### config.mk
export PLATFORM = sky130hd
export DESIGN_NAME = srx_dma_chan
export DESIGN_NICKNAME = d
export VERILOG_FILES = /design/src/rtl/srx_dma_pkg.sv /design/src/rtl/srx_fifo.sv /design/src/rtl/srx_pack.sv /design/src/rtl/srx_irq.sv /design/src/rtl/srx_dma_chan.sv
export SDC_FILE = /design/constraint.sdc
export NUM_CORES = 1
export LEC_CHECK = 0
export ABC_AREA = 0
export BUFFER_PORTS_ARGS = -buffer_cell sky130_fd_sc_hd__buf_2
export CAP_MARGIN = 10
export CORE_MARGIN = 3
export CORE_UTILIZATION = 25
export DETAILED_ROUTE_END_ITERATION = 16
export GPL_TIMING_DRIVEN = 0
export MAX_ROUTING_LAYER = met4
export PLACE_DENSITY = 0.41
export SETUP_SLACK_MARGIN = 0.5
export SLEW_MARGIN = 10
export SYNTH_ARGS = -nofsm -noshare
export SYNTH_HDL_FRONTEND = slang
export SYNTH_SLANG_ARGS = --single-unit
### constraint.sdc
create_clock -name clk -period 5 [get_ports clk]
set_input_delay 0.75 -clock clk [delete_from_list [all_inputs] [get_ports clk]]
set_output_delay 0.75 -clock clk [all_outputs]
set_load 0.005 [all_outputs]
### src/rtl/srx_dma_pkg.sv
package srx_dma_pkg;

    localparam int FIFO_W = 16;
    localparam int MEM_W  = 32;

    typedef enum logic [1:0] {
        SZ_BYTE = 2'b00,
        SZ_HALF = 2'b01,
        SZ_WORD = 2'b10
    } xfer_size_e;

    typedef enum logic [1:0] {
        ST_IDLE,
        ST_DATA,
        ST_STAT
    } chan_state_e;

    typedef struct packed {
        logic       done_ie;
        logic       err_ie;
        xfer_size_e size;
    } chan_cfg_t;

    // reserved code 11 falls back to 16-bit
    function automatic xfer_size_e norm_size(input logic [1:0] raw);
        case (raw)
            2'b00:   return SZ_BYTE;
            2'b10:   return SZ_WORD;
            default: return SZ_HALF;
        endcase
    endfunction

    function automatic logic [2:0] size_step(input xfer_size_e s);
        case (s)
            SZ_BYTE: return 3'd1;
            SZ_WORD: return 3'd4;
            default: return 3'd2;
        endcase
    endfunction

endpackage

### src/rtl/srx_fifo.sv
module srx_fifo #(
    parameter int W     = 16,
    parameter int DEPTH = 4
) (
    input  logic         clk,
    input  logic         rst,
    input  logic         push,
    input  logic         pop,
    input  logic [W-1:0] din,
    output logic [W-1:0] dout,
    output logic         full,
    output logic         empty
);
    localparam int PW = (DEPTH > 1) ? $clog2(DEPTH) : 1;
    localparam int CW = $clog2(DEPTH + 1);

    logic [W-1:0]  store [DEPTH];
    logic [PW-1:0] wp, rp;
    logic [CW-1:0] fill;
    logic          do_push, do_pop;

    function automatic logic [PW-1:0] bump(input logic [PW-1:0] p);
        return (p == PW'(DEPTH - 1)) ? '0 : p + 1'b1;
    endfunction

    assign do_push = push && !full;
    assign do_pop  = pop && !empty;
    assign full    = (fill == CW'(DEPTH));
    assign empty   = (fill == '0);
    assign dout    = store[rp];

    always_ff @(posedge clk) begin
        if (do_push) store[wp] <= din;
    end

    always_ff @(posedge clk) begin
        if (rst) begin
            wp   <= '0;
            rp   <= '0;
            fill <= '0;
        end else begin
            if (do_push) wp <= bump(wp);
            if (do_pop)  rp <= bump(rp);
            fill <= fill + CW'(do_push) - CW'(do_pop);
        end
    end
endmodule

### src/rtl/srx_pack.sv
module srx_pack
    import srx_dma_pkg::*;
(
    input  xfer_size_e        size,
    input  logic [FIFO_W-1:0] word,
    output logic [MEM_W-1:0]  wdata
);
    always_comb begin
        wdata = '0;
        wdata[FIFO_W-1:0] = word;
        if (size == SZ_BYTE) wdata[MEM_W-1:8] = '0;
    end
endmodule

### src/rtl/srx_irq.sv
module srx_irq (
    input  logic       clk,
    input  logic       rst,
    input  logic       set_done,
    input  logic       set_err,
    input  logic [1:0] clr,
    output logic [1:0] stat,
    output logic       irq
);
    logic [1:0] setv;
    assign setv = {set_err, set_done};

    always_ff @(posedge clk) begin
        if (rst) stat <= '0;
        else     stat <= (stat & ~clr) | setv;
    end

    assign irq = |stat;
endmodule

### src/rtl/srx_dma_chan.sv
module srx_dma_chan
    import srx_dma_pkg::*;
#(
    parameter int ADDR_W     = 32,
    parameter int CNT_W      = 16,
    parameter int FIFO_DEPTH = 4
) (
    input  logic              clk,
    input  logic              rst,
    input  logic              dma_en,
    input  logic              desc_valid,
    input  logic [ADDR_W-1:0] desc_addr,
    input  logic [ADDR_W-1:0] desc_stat_addr,
    input  logic [CNT_W-1:0]  desc_count,
    input  logic [1:0]        desc_size,
    input  logic              desc_done_ie,
    input  logic              desc_err_ie,
    output logic              busy,
    input  logic              ser_valid,
    input  logic [15:0]       ser_data,
    input  logic              pio_rd,
    output logic [15:0]       pio_data,
    output logic              word_irq,
    output logic              mem_wr,
    input  logic              mem_ready,
    output logic [ADDR_W-1:0] mem_addr,
    output logic [1:0]        mem_size,
    output logic [31:0]       mem_wdata,
    input  logic [1:0]        irq_clr,
    output logic [1:0]        irq_stat,
    output logic              irq,
    output logic              ovf_flag
);
    chan_state_e       state;
    chan_cfg_t         cfg;
    logic [ADDR_W-1:0] cur_addr, rec_addr;
    logic [CNT_W-1:0]  remain;
    logic              comp_bit;

    logic              fifo_full, fifo_empty, fifo_pop, fifo_push;
    logic [FIFO_W-1:0] fifo_head;
    logic [MEM_W-1:0]  data_word;
    logic              ovf_evt, desc_fire, data_go, stat_go;

    assign ovf_evt   = ser_valid && fifo_full;
    assign fifo_push = ser_valid && !fifo_full;
    assign desc_fire = desc_valid && dma_en && (state == ST_IDLE);
    assign data_go   = (state == ST_DATA) && !fifo_empty && mem_ready;
    assign stat_go   = (state == ST_STAT) && mem_ready;
    assign fifo_pop  = data_go || (pio_rd && !dma_en);

    srx_fifo #(.W(FIFO_W), .DEPTH(FIFO_DEPTH)) u_fifo (
        .clk   (clk),
        .rst   (rst),
        .push  (fifo_push),
        .pop   (fifo_pop),
        .din   (ser_data),
        .dout  (fifo_head),
        .full  (fifo_full),
        .empty (fifo_empty)
    );

    srx_pack u_pack (
        .size  (cfg.size),
        .word  (fifo_head),
        .wdata (data_word)
    );

    srx_irq u_irq (
        .clk      (clk),
        .rst      (rst),
        .set_done (stat_go && cfg.done_ie),
        .set_err  (ovf_evt && cfg.err_ie),
        .clr      (irq_clr),
        .stat     (irq_stat),
        .irq      (irq)
    );

    always_ff @(posedge clk) begin
        if (rst) begin
            state    <= ST_IDLE;
            cfg      <= '{done_ie: 1'b0, err_ie: 1'b0, size: SZ_HALF};
            cur_addr <= '0;
            rec_addr <= '0;
            remain   <= '0;
        end else begin
            unique case (state)
                ST_IDLE: if (desc_fire) begin
                    cur_addr <= desc_addr;
                    rec_addr <= desc_stat_addr;
                    remain   <= desc_count;
                    cfg      <= '{done_ie: desc_done_ie, err_ie: desc_err_ie,
                                  size: norm_size(desc_size)};
                    state    <= (desc_count == '0) ? ST_STAT : ST_DATA;
                end
                ST_DATA: if (data_go) begin
                    cur_addr <= cur_addr + ADDR_W'(size_step(cfg.size));
                    remain   <= remain - 1'b1;
                    if (remain == CNT_W'(1)) state <= ST_STAT;
                end
                ST_STAT: if (stat_go) state <= ST_IDLE;
                default: state <= ST_IDLE;
            endcase
        end
    end

    // overflow bookkeeping: a new overflow wins over a same-cycle clear
    always_ff @(posedge clk) begin
        if (rst) begin
            ovf_flag <= 1'b0;
            comp_bit <= 1'b0;
            word_irq <= 1'b0;
        end else begin
            if (ovf_evt)        ovf_flag <= 1'b1;
            else if (desc_fire) ovf_flag <= 1'b0;
            if (ovf_evt)                   comp_bit <= 1'b1;
            else if (desc_fire || stat_go) comp_bit <= 1'b0;
            word_irq <= fifo_push && !dma_en;
        end
    end

    assign busy      = (state != ST_IDLE);
    assign pio_data  = fifo_head;
    assign mem_wr    = ((state == ST_DATA) && !fifo_empty) || (state == ST_STAT);
    assign mem_addr  = (state == ST_STAT) ? rec_addr : cur_addr;
    assign mem_size  = (state == ST_STAT) ? SZ_WORD : cfg.size;
    assign mem_wdata = (state == ST_STAT) ? {{(MEM_W-1){1'b0}}, comp_bit} : data_word;
endmodule

# == After elaboration in Yosys (flattened, before gate mapping) ==
# Memory sizes are Yosys's and may differ from the RTL's. A register that Yosys moved wholly into a read port is not among the register bits.
# Cells that the tools add are included.
# W data, S select, Z words.
# totals
register_bits,98
mem_bits_rw,64
in_bits,109
wordCells,99
mem_count,1
# mem_list
name,words,width,read_ports,rd_ports_with_merged_regs,write_ports,line_no,text
u_fifo.store,4,16,1,1,1,srx_fifo.sv:17,logic [W-1:0] store [DEPTH];
# op_classes
add_sub_neg,6
eq_ne,12
mux,31
n_bitwise,3
reduce_logical,32
# ops
cell,n
$mux W32,4
$pmux W32 S2,1
$add A32 B3 Y32,1
$mux W16,2
$pmux W16 S2,1
$mux W2,10
$eq A16 B1 Y1 const B,1
$logic_not A16 Y1,1
$sub A16 B1 Y16 const B,1
$logic_and A1 B1 Y1,13
$eq A2 B2 Y1 const B,5
$mux W3,3
$mux W8,1
$ne A2 B2 Y1 const B,4
$reduce_bool A2 Y1,4
$logic_not A2 Y1,3
$mux W1,6
$pmux W2 S3,1
$pmux W3 S2,1
$add A2 B1 Y2 const B,2
$pmux W2 S2,1
$reduce_and A4 Y1,1
$add A3 B1 Y3,1
$eq A3 B3 Y1 const B,1
other kinds (11),15

# == Longest topological paths before layout ==
# depth
ltp_word,10
ltp_mapped,10

# == Cells and area by module ==
# Synthesis repeated with hierarchy kept, for this count alone.
# unflattened
cells_unflattened,927
area_unflattened_um2,8345.5
# by_module_without_submodules
mod,instances,cells_per_inst,area_per_inst_um2,seq_area_each_um2
srx_dma_chan,1,748,5217.5,1781.7
srx_fifo,1,135,2795.2,2102.0
srx_pack,1,35,256.5,0.0
srx_irq,1,9,76.3,40.0

# == Least setup slack after synthesis ==
# No wires, ideal clock.
# synth_timing
kind,register to output
start,register state[1]
end,output mem_addr[28]
arrival_time_ns,1.604
required_time_ns,4.250
slack_ns,2.646
stages_incl_launch_ff,6
n_path_buf,3
cell_sequence,dfxtp_1 clkbuf_1 nor2b_1 buf_2 buf_1 mux2_2
# synth_via
elab_chain_cells,2
# synth_lines
item,line_no,text
"start, declared",srx_dma_chan.sv:34,chan_state_e state;
"start signal, assigned",srx_dma_chan.sv:94,state <= (desc_count == '0) ? ST_STAT : ST_DATA;
$eq A2 B2 Y1,srx_dma_chan.sv:125,assign mem_addr = (state == ST_STAT) ? rec_addr : cur_addr;
$mux W32,srx_dma_chan.sv:125,
"end, declared",srx_dma_chan.sv:26,"output logic [ADDR_W-1:0] mem_addr,"
# No other way between the ends.

# == Final worst setup path ==
# layout_timing
start,register state[1]
end,output mem_addr[30]
# The elaborated chain is that of the path after synthesis.

==> results.json <==
{
  "final_core_utilization_pct": 32.02,
  "min_from": "rec_addr[8]$_SDFFE_PP0P_",
  "synth.avg_cell_area_um2": 9.831,
  "count_of_flip_flops_with_a_built_in_enable_after_synthesis": 64,
  "pre_cts_slack_ns": 1.833,
  "first_global_vias": 7125,
  "commonest_cells_after_routing_fill_and_taps_aside": "sky130_fd_sc_hd__buf_2, sky130_fd_sc_hd__nand2_1, sky130_fd_sc_hd__dfxtp_1",
  "vias": 7224,
  "cap_viol_max_count": 0,
  "worst_setup_path_start_kind": "register",
  "timing.hold.ws_ns": 0.4534,
  "fin_skew_ns": 0.009387,
  "crit_end": "mem_addr[30]",
  "setup_repair_after_global_routing_missed_its_margin": "no",
  "grt_start_max_net_pins": 20,
  "final-hold-violation-count": 0,
  "run_status": "finished, final reports clean",
  "finish.cell_count_without_fillers": 1461,
  "tritoncts.num_buffers": 17,
  "cts_setup_buffers": 0,
  "antenna_found_initial": 10,
  "floorplan.die.height_um": 185.7,
  "port-buffer-count": 181,
  "final_min_period_over_clock_period_pct": 71.54,
  "critical_path.top_delay_family": "buffers and inverters",
  "vdd_drop_max_uv": 237.3,
  "wire_length_of_the_first_global_routing_pass_mm": 45.72,
  "endpoint_type_of_the_worst_setup_path": "primary output",
  "fp-row-count": 65,
  "synthFlopType": "sky130_fd_sc_hd__dfxtp_1",
  "rrSetupSlack_ns": 2.23,
  "critPathLaunch": "state[1]$_SDFFE_PP0P_",
  "grt-ovfl-total": 0,
  "drtIter0Drc": 473,
  "area_growth_pct": 25.83,
  "top_level_ports": 198,
  "totalWireLength_mm": 31.42,
  "post_drt_via_cell_ratio": 4.945,
  "clock_tree.root_cell": "sky130_fd_sc_hd__clkbuf_16",
  "antenna_violating_nets_post_route": 0,
  "dp.final_hpwl_mm": 22.85,
  "fmaxAchievable_mhz": 279.6,
  "netlist-cell-type-count": 75,
  "timing.critical_path.mode_cell": "sky130_fd_sc_hd__buf_2",
  "design.final.nets": 1158,
  "detail_route.drc_violations": 0,
  "critPathArrivalTime_ns": 2.83,
  "drive_above_1_share_pct": 29.27,
  "cts_hold_buf": 0,
  "track_usage_pct": 18.68,
  "critPathBufInv": 4,
  "critical_path.reg2reg.endpoint": "cur_addr[5]$_SDFFE_PP0P_",
  "core_area_um2": 31720,
  "tritoncts": "built",
  "initial_utilization_pct": 25.45,
  "cts_htree_levels": 4,
  "area.sequential_um2": 3924,
  "crit_path_max_fanout": 10,
  "regToRegStartpoint": "state[1]$_SDFFE_PP0P_",
  "postSynth.asyncResetShare_pct": 0,
  "setup-tns-final_ns": 0,
  "post_synth_inst_count": 821,
  "setup_ws_ns": 1.423,
  "die_width_um": 185.7,
  "ys_warn_count": 0,
  "cts.clk_slew.worst_paths_ns": 0.08,
  "hold_path_depth": 2,
  "leading_cell_type_in_the_layout_fill_and_taps_excluded": "sky130_fd_sc_hd__buf_2",
  "fillerInstances": 3386,
  "drt_pre_antenna_iters": 7,
  "worstMarginPinSlew_ns": 1.018,
  "quantity_of_gates_resized_following_cts": 0,
  "slew-limit-headroom_pct": 31.63,
  "crit_chain": "clkbuf_1, nor2b_1, buf_2, buf_1, mux2_2, buf_2",
  "wire_per_inst_um": 21.51,
  "synthesis.area_um2": 8071,
  "timing.final.crit_period_ns": 3.577,
  "power.density_nw_per_um2": 374.5,
  "finalSetupViolCount": 0,
  "finalMaxSlewViolations": 0,
  "worst_ep_required_time_ns": 4.25,
  "cts_num_sinks": 164,
  "placed_cells_incl_taps": 1419,
  "synth-seq-area-share_pct": 48.61,
  "gp_routability_congestion": 0.8980,
  "multiInputGateArea_um2": 3817,
  "min_path_type": "reg2reg",
  "cts_buffer_depth": 2,
  "rr_worst_depth": 6,
  "crit_slowest_cell": "sky130_fd_sc_hd__buf_1",
  "worst-path-stages": 6,
  "clock_latency_ns": 0.44,
  "cp_slowest_stage_delay_ns": 0.58,
  "synth-seq-cells": 164,
  "leakage_uw": 0.003910,
  "worstSetupPathType": "reg2out",
  "die_footprint_um2": 34480
}
==> worst min-delay path, stage by stage (launching register included) <==
cell and delay, ns:
sky130_fd_sc_hd__dfxtp_1 0.31, sky130_fd_sc_hd__nand2_1 0.05, sky130_fd_sc_hd__a21oi_1 0.05
==> through the flow <==
step,total power [µW],instance area [µm²]
2_1_floorplan,2099,8128
3_3_place_gp,2470,9537
3_5_place_dp,2471,9537
4_1_cts,3846,10130
5_1_grt,4005,10160
6_report,3803,10160
==> state kept, by name, summed over array words and instances (netlist names), named ones only <==
name / cells
cfg: 4
comp_bit: 1
cur_addr: 32
ovf_flag: 1
rec_addr: 32
remain: 16
state: 2
u_fifo.fill: 3
u_fifo.rp: 2
u_fifo.store: 64
u_fifo.wp: 2
u_irq.stat: 2
word_irq: 1
==> power breakdown <==
group	switching (µW)	internal, µW
Sequential	91.5	1510
Clock	688	681
Combinational	473	356
==> metal layers <==
metal | track usage (%) | share of wire [%] | up-vias
met2 | 28.46 | 46 | 277
li1 | - | - | 3436
met5 | - | 0 | -
met3 | 6.625 | 9.0 | 36
met1 | 23.80 | 44 | 3475
met4 | 4.617 | 1.7 | 0
==> worst min-delay path by stage <==
stage | endpoint | slack (ns)
after floorplan | rec_addr[0]$_SDFFE_PP0P_ | 0.43
after global placement | rec_addr[9]$_SDFFE_PP0P_ | 0.44
after detailed placement | rec_addr[8]$_SDFFE_PP0P_ | 0.44
after CTS | rec_addr[8]$_SDFFE_PP0P_ | 0.45
after global routing | rec_addr[31]$_SDFFE_PP0P_ | 0.47
final | rec_addr[8]$_SDFFE_PP0P_ | 0.45
==> area by class of cell <==
type / count / area share, %
Sequential cell: 164 / 38.63
Multi-Input combinational cell: 589 / 37.59
Timing Repair Buffer: 181 / 8.920
Tap cell: 402 / 4.953
Clock buffer: 17 / 4.189
Buffer: 71 / 3.363
Clock inverter: 15 / 1.663
Inverter: 12 / 0.4435
Antenna cell: 10 / 0.2464
==> Yosys cell counts (14+ instances only) <==
master,instances,area share (%)
sky130_fd_sc_hd__nor2_1,62,2.9
sky130_fd_sc_hd__o21ai_0,35,2.2
sky130_fd_sc_hd__nor2b_1,14,1.1
sky130_fd_sc_hd__nand2_1,114,5.3
sky130_fd_sc_hd__edfxtp_1,64,24
sky130_fd_sc_hd__a211oi_1,19,1.8
sky130_fd_sc_hd__mux4_2,16,4.5
sky130_fd_sc_hd__dfxtp_1,100,25
sky130_fd_sc_hd__nor3_1,16,0.99
sky130_fd_sc_hd__buf_4,16,1.5
sky130_fd_sc_hd__clkbuf_1,32,1.5
sky130_fd_sc_hd__mux2_2,31,4.3
sky130_fd_sc_hd__nand3_1,20,1.2
sky130_fd_sc_hd__a21oi_1,74,4.6
==> cell families (layout without fill, tap and decap cells) <==
group / Yosys count / count (layout) / synth area share [%]
AO/OA/AOI/OAI: 195 / 195 / 15.22
XOR/XNOR: 4 / 4 / 0.4341
adder cells (fa/ha/maj): 13 / 13 / 2.201
buffers and inverters: 83 / 296 / 4.790
flip-flops: 164 / 164 / 48.61
multiplexers: 55 / 55 / 9.781
other: 1 / 26 / 0.04646
AND/OR/NAND/NOR: 306 / 306 / 18.91
Power figures use the tool's default switching activity.
